===== src/rtl/i80_seq_pkg.sv =====
package i80_seq_pkg;
    localparam int TMG_W = 8;

    typedef enum logic [2:0] {
        ST_IDLE,
        ST_ADDR,
        ST_CS_SETUP,
        ST_STROBE,
        ST_HOLD
    } seq_state_t;

    typedef struct packed {
        logic [TMG_W-1:0] cs_setup;
        logic [TMG_W-1:0] wr_setup;
        logic [TMG_W-1:0] wr_active;
        logic [TMG_W-1:0] wr_hold;
    } tmg_t;
endpackage


===== src/rtl/i80_phase_timer.sv =====
module i80_phase_timer #(
    parameter int W = 8
) (
    input  logic         clk,
    input  logic         rst,
    input  logic         load,
    input  logic [W-1:0] load_val,
    output logic         expired
);
    logic [W-1:0] cnt_q;

    always_ff @(posedge clk) begin
        if (rst) begin
            cnt_q <= '0;
        end else if (load) begin
            cnt_q <= load_val;
        end else if (cnt_q != '0) begin
            cnt_q <= cnt_q - 1'b1;
        end
    end

    assign expired = (cnt_q == '0);
endmodule


===== src/rtl/i80_word_latch.sv =====
module i80_word_latch
    import i80_seq_pkg::*;
#(
    parameter int DATA_W = 16
) (
    input  logic              clk,
    input  logic              rst,
    input  logic              capture,
    input  logic              dc_in,
    input  logic [DATA_W-1:0] data_in,
    input  tmg_t              tmg_in,
    output logic              dc_q,
    output logic [DATA_W-1:0] data_q,
    output tmg_t              tmg_q
);
    always_ff @(posedge clk) begin
        if (rst) begin
            dc_q   <= 1'b0;
            data_q <= '0;
            tmg_q  <= '0;
        end else if (capture) begin
            dc_q   <= dc_in;
            data_q <= data_in;
            tmg_q  <= tmg_in;
        end
    end
endmodule


===== src/rtl/i80_write_seq.sv =====
module i80_write_seq
    import i80_seq_pkg::*;
#(
    parameter int DATA_W        = 16,
    parameter int DEF_CS_SETUP  = 0,
    parameter int DEF_WR_SETUP  = 0,
    parameter int DEF_WR_ACTIVE = 1,
    parameter int DEF_WR_HOLD   = 0
) (
    input  logic              clk,
    input  logic              rst,
    input  logic              in_valid,
    output logic              in_ready,
    input  logic              in_dc,
    input  logic [DATA_W-1:0] in_data,
    input  logic              tmg_custom,
    input  logic [TMG_W-1:0]  cfg_cs_setup,
    input  logic [TMG_W-1:0]  cfg_wr_setup,
    input  logic [TMG_W-1:0]  cfg_wr_active,
    input  logic [TMG_W-1:0]  cfg_wr_hold,
    output logic              lcd_dc,
    output logic              lcd_cs_n,
    output logic              lcd_wr_n,
    output logic [DATA_W-1:0] lcd_data,
    output logic              busy,
    output logic              done
);
    localparam tmg_t DEF_TMG = '{
        cs_setup:  TMG_W'(DEF_CS_SETUP),
        wr_setup:  TMG_W'(DEF_WR_SETUP),
        wr_active: TMG_W'(DEF_WR_ACTIVE),
        wr_hold:   TMG_W'(DEF_WR_HOLD)
    };

    seq_state_t       state_q, state_d;
    tmg_t             tmg_eff, tmg_cap;
    logic             accept;
    logic             phase_end;
    logic             tmr_load;
    logic [TMG_W-1:0] tmr_val;
    logic             done_q;

    assign tmg_eff = tmg_custom ? '{cs_setup: cfg_cs_setup, wr_setup: cfg_wr_setup,
                                    wr_active: cfg_wr_active, wr_hold: cfg_wr_hold}
                                : DEF_TMG;
    assign accept  = in_valid && (state_q == ST_IDLE);

    i80_word_latch #(.DATA_W(DATA_W)) u_latch (
        .clk     (clk),
        .rst     (rst),
        .capture (accept),
        .dc_in   (in_dc),
        .data_in (in_data),
        .tmg_in  (tmg_eff),
        .dc_q    (lcd_dc),
        .data_q  (lcd_data),
        .tmg_q   (tmg_cap)
    );

    i80_phase_timer #(.W(TMG_W)) u_timer (
        .clk      (clk),
        .rst      (rst),
        .load     (tmr_load),
        .load_val (tmr_val),
        .expired  (phase_end)
    );

    // Next state and next phase length
    always_comb begin
        state_d  = state_q;
        tmr_load = 1'b0;
        tmr_val  = '0;
        unique case (state_q)
            ST_IDLE: begin
                if (accept) begin
                    state_d  = ST_ADDR;
                    tmr_load = 1'b1;
                    tmr_val  = tmg_eff.cs_setup;
                end
            end
            ST_ADDR: begin
                if (phase_end) begin
                    state_d  = ST_CS_SETUP;
                    tmr_load = 1'b1;
                    tmr_val  = tmg_cap.wr_setup;
                end
            end
            ST_CS_SETUP: begin
                if (phase_end) begin
                    state_d  = ST_STROBE;
                    tmr_load = 1'b1;
                    tmr_val  = tmg_cap.wr_active;
                end
            end
            ST_STROBE: begin
                if (phase_end) begin
                    state_d  = ST_HOLD;
                    tmr_load = 1'b1;
                    tmr_val  = tmg_cap.wr_hold;
                end
            end
            ST_HOLD: begin
                if (phase_end) begin
                    state_d = ST_IDLE;
                end
            end
            default: state_d = ST_IDLE;
        endcase
    end

    // State register
    always_ff @(posedge clk) begin
        if (rst) begin
            state_q <= ST_IDLE;
            done_q  <= 1'b0;
        end else begin
            state_q <= state_d;
            done_q  <= (state_q == ST_HOLD) && phase_end;
        end
    end

    // Outputs decoded from state
    always_comb begin
        lcd_cs_n = 1'b1;
        lcd_wr_n = 1'b1;
        unique case (state_q)
            ST_IDLE, ST_ADDR: begin
                lcd_cs_n = 1'b1;
            end
            ST_CS_SETUP, ST_HOLD: begin
                lcd_cs_n = 1'b0;
            end
            ST_STROBE: begin
                lcd_cs_n = 1'b0;
                lcd_wr_n = 1'b0;
            end
            default: begin
                lcd_cs_n = 1'b1;
            end
        endcase
    end

    assign in_ready = (state_q == ST_IDLE);
    assign busy     = (state_q != ST_IDLE);
    assign done     = done_q;
endmodule


===== config.mk =====
export PLATFORM = sky130hd
export DESIGN_NAME = i80_write_seq
export DESIGN_NICKNAME = d
export VERILOG_FILES = /design/src/rtl/i80_seq_pkg.sv /design/src/rtl/i80_phase_timer.sv /design/src/rtl/i80_word_latch.sv /design/src/rtl/i80_write_seq.sv
export SDC_FILE = /design/constraint.sdc
export NUM_CORES = 1
export LEC_CHECK = 0
export ABC_AREA = 1
export CELL_PAD_IN_SITES_DETAIL_PLACEMENT = 0
export CELL_PAD_IN_SITES_GLOBAL_PLACEMENT = 1
export CORE_ASPECT_RATIO = 0.9
export CORE_MARGIN = 2
export CORE_UTILIZATION = 40
export CTS_CLUSTER_SIZE = 24
export DETAILED_ROUTE_END_ITERATION = 16
export DONT_BUFFER_PORTS = 1
export GPL_ROUTABILITY_DRIVEN = 0
export GPL_TIMING_DRIVEN = 0
export PLACE_DENSITY = 0.75
export RECOVER_POWER = 50
export SYNTH_ARGS = -nofsm -noshare
export SYNTH_HDL_FRONTEND = slang
export SYNTH_SLANG_ARGS = --single-unit

===== constraint.sdc =====
create_clock -name clk -period 1.55 [get_ports clk]
set_input_delay 0.155 -clock clk [delete_from_list [all_inputs] [get_ports clk]]
set_output_delay 0.155 -clock clk [all_outputs]
set_load 0.01 [all_outputs]

* Yosys cells after proc, flatten, opt, wreduce, memory -nomap -nowiden
Index checks and enable logic that the tools add are counted.
** Cells by class
- Muxes and demuxes :: 19
- $add $sub $neg :: 1
- Eq/ne operators :: 9
- Reduce and logical (&&, ||, !) cells :: 10
** Operators by type and width (count)
- $mux 8 :: 6
- $mux 32 :: 1
- $pmux 8 s4 :: 1
- $mux 3 :: 5
- $pmux 3 s5 :: 1
- $logic_not 8->1 :: 1
- $ne 2x2->1 const B :: 4
- $reduce_bool 8->1 :: 1
- $sub 8x1->8 const B :: 1
- $eq 3x2->1 const B :: 2
- $reduce_or 3->1 :: 2
- $reduce_and 5->1 :: 1
- $mux 1 :: 4
- $eq 3x1->1 const B :: 1
- $eq 3x3->1 const B :: 1
- $logic_not 3->1 :: 1
- $reduce_bool 3->1 :: 1
- $logic_and 1x1->1 :: 2
- $ne 2x1->1 const B :: 1
- $pmux 1 s2 :: 1
- $reduce_bool 2->1 :: 1
** Word-level totals
- Register bits :: 53

* Logic depth before layout (Yosys ltp)
- Depth after elaboration :: 5
- Gate-level depth with buffers :: 10

* Cells and area by module
A second synthesis with hierarchy kept.
** Unflattened totals
- Cell total of the unflattened synthesis :: 538
- Area, all modules :: 3305.7 um^2
** By module, submodules not included
- i80_word_latch :: instances 1, cells an instance 311, area an instance 2006.9 um^2
- i80_write_seq :: instances 1, cells an instance 157, area an instance 825.8 um^2
- i80_phase_timer :: instances 1, cells an instance 70, area an instance 473.0 um^2

* Worst setup path after synthesis
OpenSTA, ideal clock, no wires.
- Kind :: reg-to-reg
- Start point :: reg u_timer.cnt_q[0]
- End point :: reg state_q[2]
- Cell stages (with the launch flop) :: 10
- Path slack :: 0.227 ns
- Arrival :: 1.207 ns
- Period minus slack after synthesis :: 1.323 ns
- Setup time :: 0.116 ns
- Path buffers :: 0
- Cells stage by stage :: dfxtp_1 > inv_1 > ha_1 > nand2_1 > nor2_2 > inv_1 > o21ai_2 > nand2_1 > o21ai_0 > nor2_1
** Between the ends
- Word-level cells in the longest chain between the ends :: 3
** Ends and longest elaborated chain
- start: declaration :: line i80_phase_timer.sv:10 : logic [W-1:0] cnt_q;
- start signal: assignment :: line i80_phase_timer.sv:16 : cnt_q <= load_val;
- start signal: assignment :: line i80_phase_timer.sv:18 : cnt_q <= cnt_q - 1'b1;
- $logic_not 8->1 (*) :: line i80_phase_timer.sv:22 : assign expired = (cnt_q == '0);
- $ne 2x2->1 (no line)
- $reduce_and 5->1 (no line) (*)
- end signal: assignment :: line i80_write_seq.sv:117 : state_q <= state_d;
- end: declaration :: line i80_write_seq.sv:35 : seq_state_t state_q, state_d;
Every way passes the cells marked *; elsewhere a longest branch is shown, timed or not.
A chain may end at the register's enable or synchronous reset.

* Final worst setup path
- Start point :: reg state_q[2]
- End point :: out lcd_cs_n
** Between the ends
- Word-level cells in the longest chain between the ends :: 3
** Ends and longest elaborated chain
- $eq 3x3->1 or $eq 3x2->1 (tied branches) :: line i80_write_seq.sv:126 : unique case (state_q)
- $reduce_or 3->1 (no line) (*)
- $mux 1 (*) :: line i80_write_seq.sv:126
- end: declaration :: line i80_write_seq.sv:22 : output logic lcd_cs_n,
Marked as above.

==> impl_metrics.py <==
metrics = {
    "status": {
        "status": "complete, no violations",
    },
    "cells_and_area": {
        "fin_cells": 473,
        "num_antenna_cells": 0,
        "areaGrowthSynthToFinish_pct": 31.8,
        "fin_nets": 457,
        "mostFrequentLayoutCell": "nand2_1",
        "fin_area_sq_um": 3190,
        "layout-drive-gt1-share_pct": 13.4,
        "final_cell_mix": "nand2_1, dfxtp_1, a21oi_1",
    },
    "critical_path": {
        "crit_arrival_ps": 1350,
        "critPathMaxStageDelay_ps": 380,
        "path_max_fanout": 7,
        "cp-startpoint": "state_q[2]",
        "rr_endpoint": "u_timer.cnt_q[1]",
        "end_kind": "primary output",
        "cp-start-kind": "flop",
        "r2r_cells": 9,
        "crit_chain": "inv_2 -> nand2_4 -> nor2_4 -> buf_12 -> nor3_4",
        "path_class": "flop to primary output",
        "worst_path_dominant_cell_family": "flip-flops",
        "worstPathRequired_ps": 1390,
        "r2r_start": "state_q[0]",
        "rrSetupSlack_ps": 60,
        "slowest_stage": "dfxtp_4",
        "cp_num_buf_inv": 2,
    },
    "synth": {
        "synth_edf_count": 0,
        "ys_warn_count": 0,
        "syn-num-nets": 399,
        "avgSynthCellArea_sq_um": 7.04,
        "ys_seq_elements": 53,
        "ys.flop_type": "dfxtp_1",
        "ys_seq_area_share_pct": 43.8,
        "synth.distinct_cells": 31,
        "synthArstFlopShare_pct": 0,
        "syn_inst": 344,
        "synth_area_sq_um": 2420,
    },
    "placed_design": {
        "io_buffers": 0,
        "placement.cell_area_sq_um": 2510,
        "pre_cts_ws_ps": -30.1,
        "dp_hpwl_mm": 4.79,
        "dp_cells": 414,
    },
    "route": {
        "ant_nets": 0,
        "wl_per_cell_um": 15.0,
        "vias": 2412,
        "drc_errors": 0,
        "drt_iter0_drc": 129,
        "dr.pass1.iters": 5,
        "routed_wirelength_mm": 7.12,
        "vias_per_cell": 5.10,
    },
    "cts": {
        "cts_sinks": 53,
        "clock_latency_ps": 310,
        "htree_levels": 2,
        "cts-root-buf": "clkbuf_8",
        "clk_transition_reported_paths_ps": 110,
        "cts_tree": "yes",
        "cts_made_buffers": 5,
        "clk_path_buf_depth": 2,
    },
    "flow_run": {
        "maxCapViolCount": 0,
    },
    "hold_path": {
        "holdPathStages": 2,
        "hold_end": "u_latch.tmg_q[8]",
        "min-delay-start": "cfg_wr_active[0]",
        "hold_class": "primary input to flop",
    },
    "floorplanning": {
        "core_region_area_sq_um": 5760,
        "boundaryPins": 75,
        "start_util_pct": 42.0,
        "die_x_um": 86.0,
        "die-area_sq_um": 6690,
        "num_rows": 26,
        "die_h_um": 77.8,
    },
    "sta": {
        "setup_ws_ps": 47.9,
        "finalHoldViolations": 0,
        "setup_viol": 0,
        "slew_headroom_pct": 63.9,
        "tns_ps": 0,
        "slew_violations": 0,
        "fin_crit_sh_pct": 96.9,
        "fmax_ghz": 0.666,
        "skew_ps": 9.26,
        "fin_crit_ps": 1500,
        "max_slew.worst_pin.slew_ps": 542,
        "rsz0062_at_grt": "yes",
    },
    "grt": {
        "grt_pass1_vias": 2291,
        "grt_use_total_pct": 20.9,
        "grt_max_degree": 18,
        "grt.overflow.total": 0,
        "grt_pass1_wl_mm": 11.1,
        "antenna_found_initial": 0,
    },
    "power": {
        "power_density_nw_per_um2": 1680,
        "power_leakage_nw": 1.27,
        "peakVddDrop_mv": 0.798,
    },
}
routing by layer:
metal	part of all wire (%)	track usage, %	vias up
met2	46	32.4	83
met3	7.7	4.68	8
met4	1.2	6.19	0
met1	45	29.0	1091
li1	-	-	1230
met5	0	0	-
flip-flops by register name, summed over array words and instances, names as in the netlist:
| register | cells |
|---|---|
| u_latch.tmg_q | 24 |
| done | 1 |
| u_latch.data_q | 16 |
| state_q | 3 |
| u_timer.cnt_q | 8 |
| u_latch.dc_q | 1 |
synthesized netlist by cell type, types with 3 or more instances:
| library cell | number | area share (%) |
|---|---|---|
| a21oi_1 | 47 | 9.7 |
| buf_2 | 6 | 1.2 |
| clkbuf_1 | 8 | 1.2 |
| dfxtp_1 | 53 | 44 |
| inv_1 | 15 | 2.3 |
| inv_2 | 3 | 0.47 |
| nand2_1 | 129 | 20 |
| nand3_1 | 19 | 3.9 |
| nand4_1 | 6 | 1.6 |
| nor2_1 | 17 | 2.6 |
| nor2_2 | 3 | 0.78 |
| o21ai_0 | 11 | 2.3 |
| xor2_1 | 3 | 1.1 |
cell type report:
cell class / instances / area, sq um
fillers: 582 / 2570
multi-input cells: 256 / 1260
flip-flops and latches: 53 / 1070
repair buffers: 50 / 488
plain buffers: 17 / 108
well taps: 70 / 87.6
clock buffers: 6 / 82.6
inverters: 19 / 78.8
clock inverters: 2 / 16.3
power breakdown:
part           internal [mW]  switching [mW]  total (mW)
Sequential              1.67           0.257        1.93
Clock                  0.369           0.496       0.865
Combinational          0.980            1.59        2.57
repair_timing:
action	CTS	global route
pin swaps	0	8
endpoints found under the setup margin	6	43
setup buffers	0	9
hold endpoints to repair	40	0
cloned	0	2
hold buffers	40	0
gates resized for setup	8	26
how the worst max path moves through the flow:
| stage | endpoint | slack (ps) | cells after the start |
|---|---|---|---|
| 5_1_grt | state_q[2] | -60 | 9 |
| 3_3_place_gp | u_timer.cnt_q[5] | -50 | 9 |
| 4_1_cts | lcd_wr_n | 5 | 4 |
| 3_5_place_dp | u_timer.cnt_q[5] | -30 | 9 |
| 2_1_floorplan | state_q[2] | 230 | 9 |
| 6_report | lcd_cs_n | 50 | 5 |
through the flow:
step | power (mW) | hold WS, ps | util, %
6_report | 5.36 | 47.4 | 55.4
4_1_cts | 5.06 | 40.9 | 52.7
5_1_grt | 5.77 | 52.9 | 55.4
3_5_place_dp | 4.05 | 306 | 43.6
3_3_place_gp | 4.05 | 301 | 43.6
2_1_floorplan | 3.58 | 298 | -
cells by family after synthesis:
logic type | Yosys count | synth area share, %
adder cells (fa/ha/maj) | 2 | 1.03
buffers and inverters | 36 | 6.51
AND/OR/NAND/NOR | 184 | 33.1
flip-flops | 53 | 43.8
AO/OA/AOI/OAI | 64 | 13.7
XOR/XNOR | 5 | 1.81
worst reg2reg max path, cell delays in order, from the launching register on:
cell and delay [ps]:
dfxtp_2 340, buf_8 130, nor2_8 150, nand3_4 150, nor2_4 200, buf_6 150
nand2_2 50, nand3_1 70, nand2_1 60, a21oi_1 130
Power figures use the tool's default switching activity.
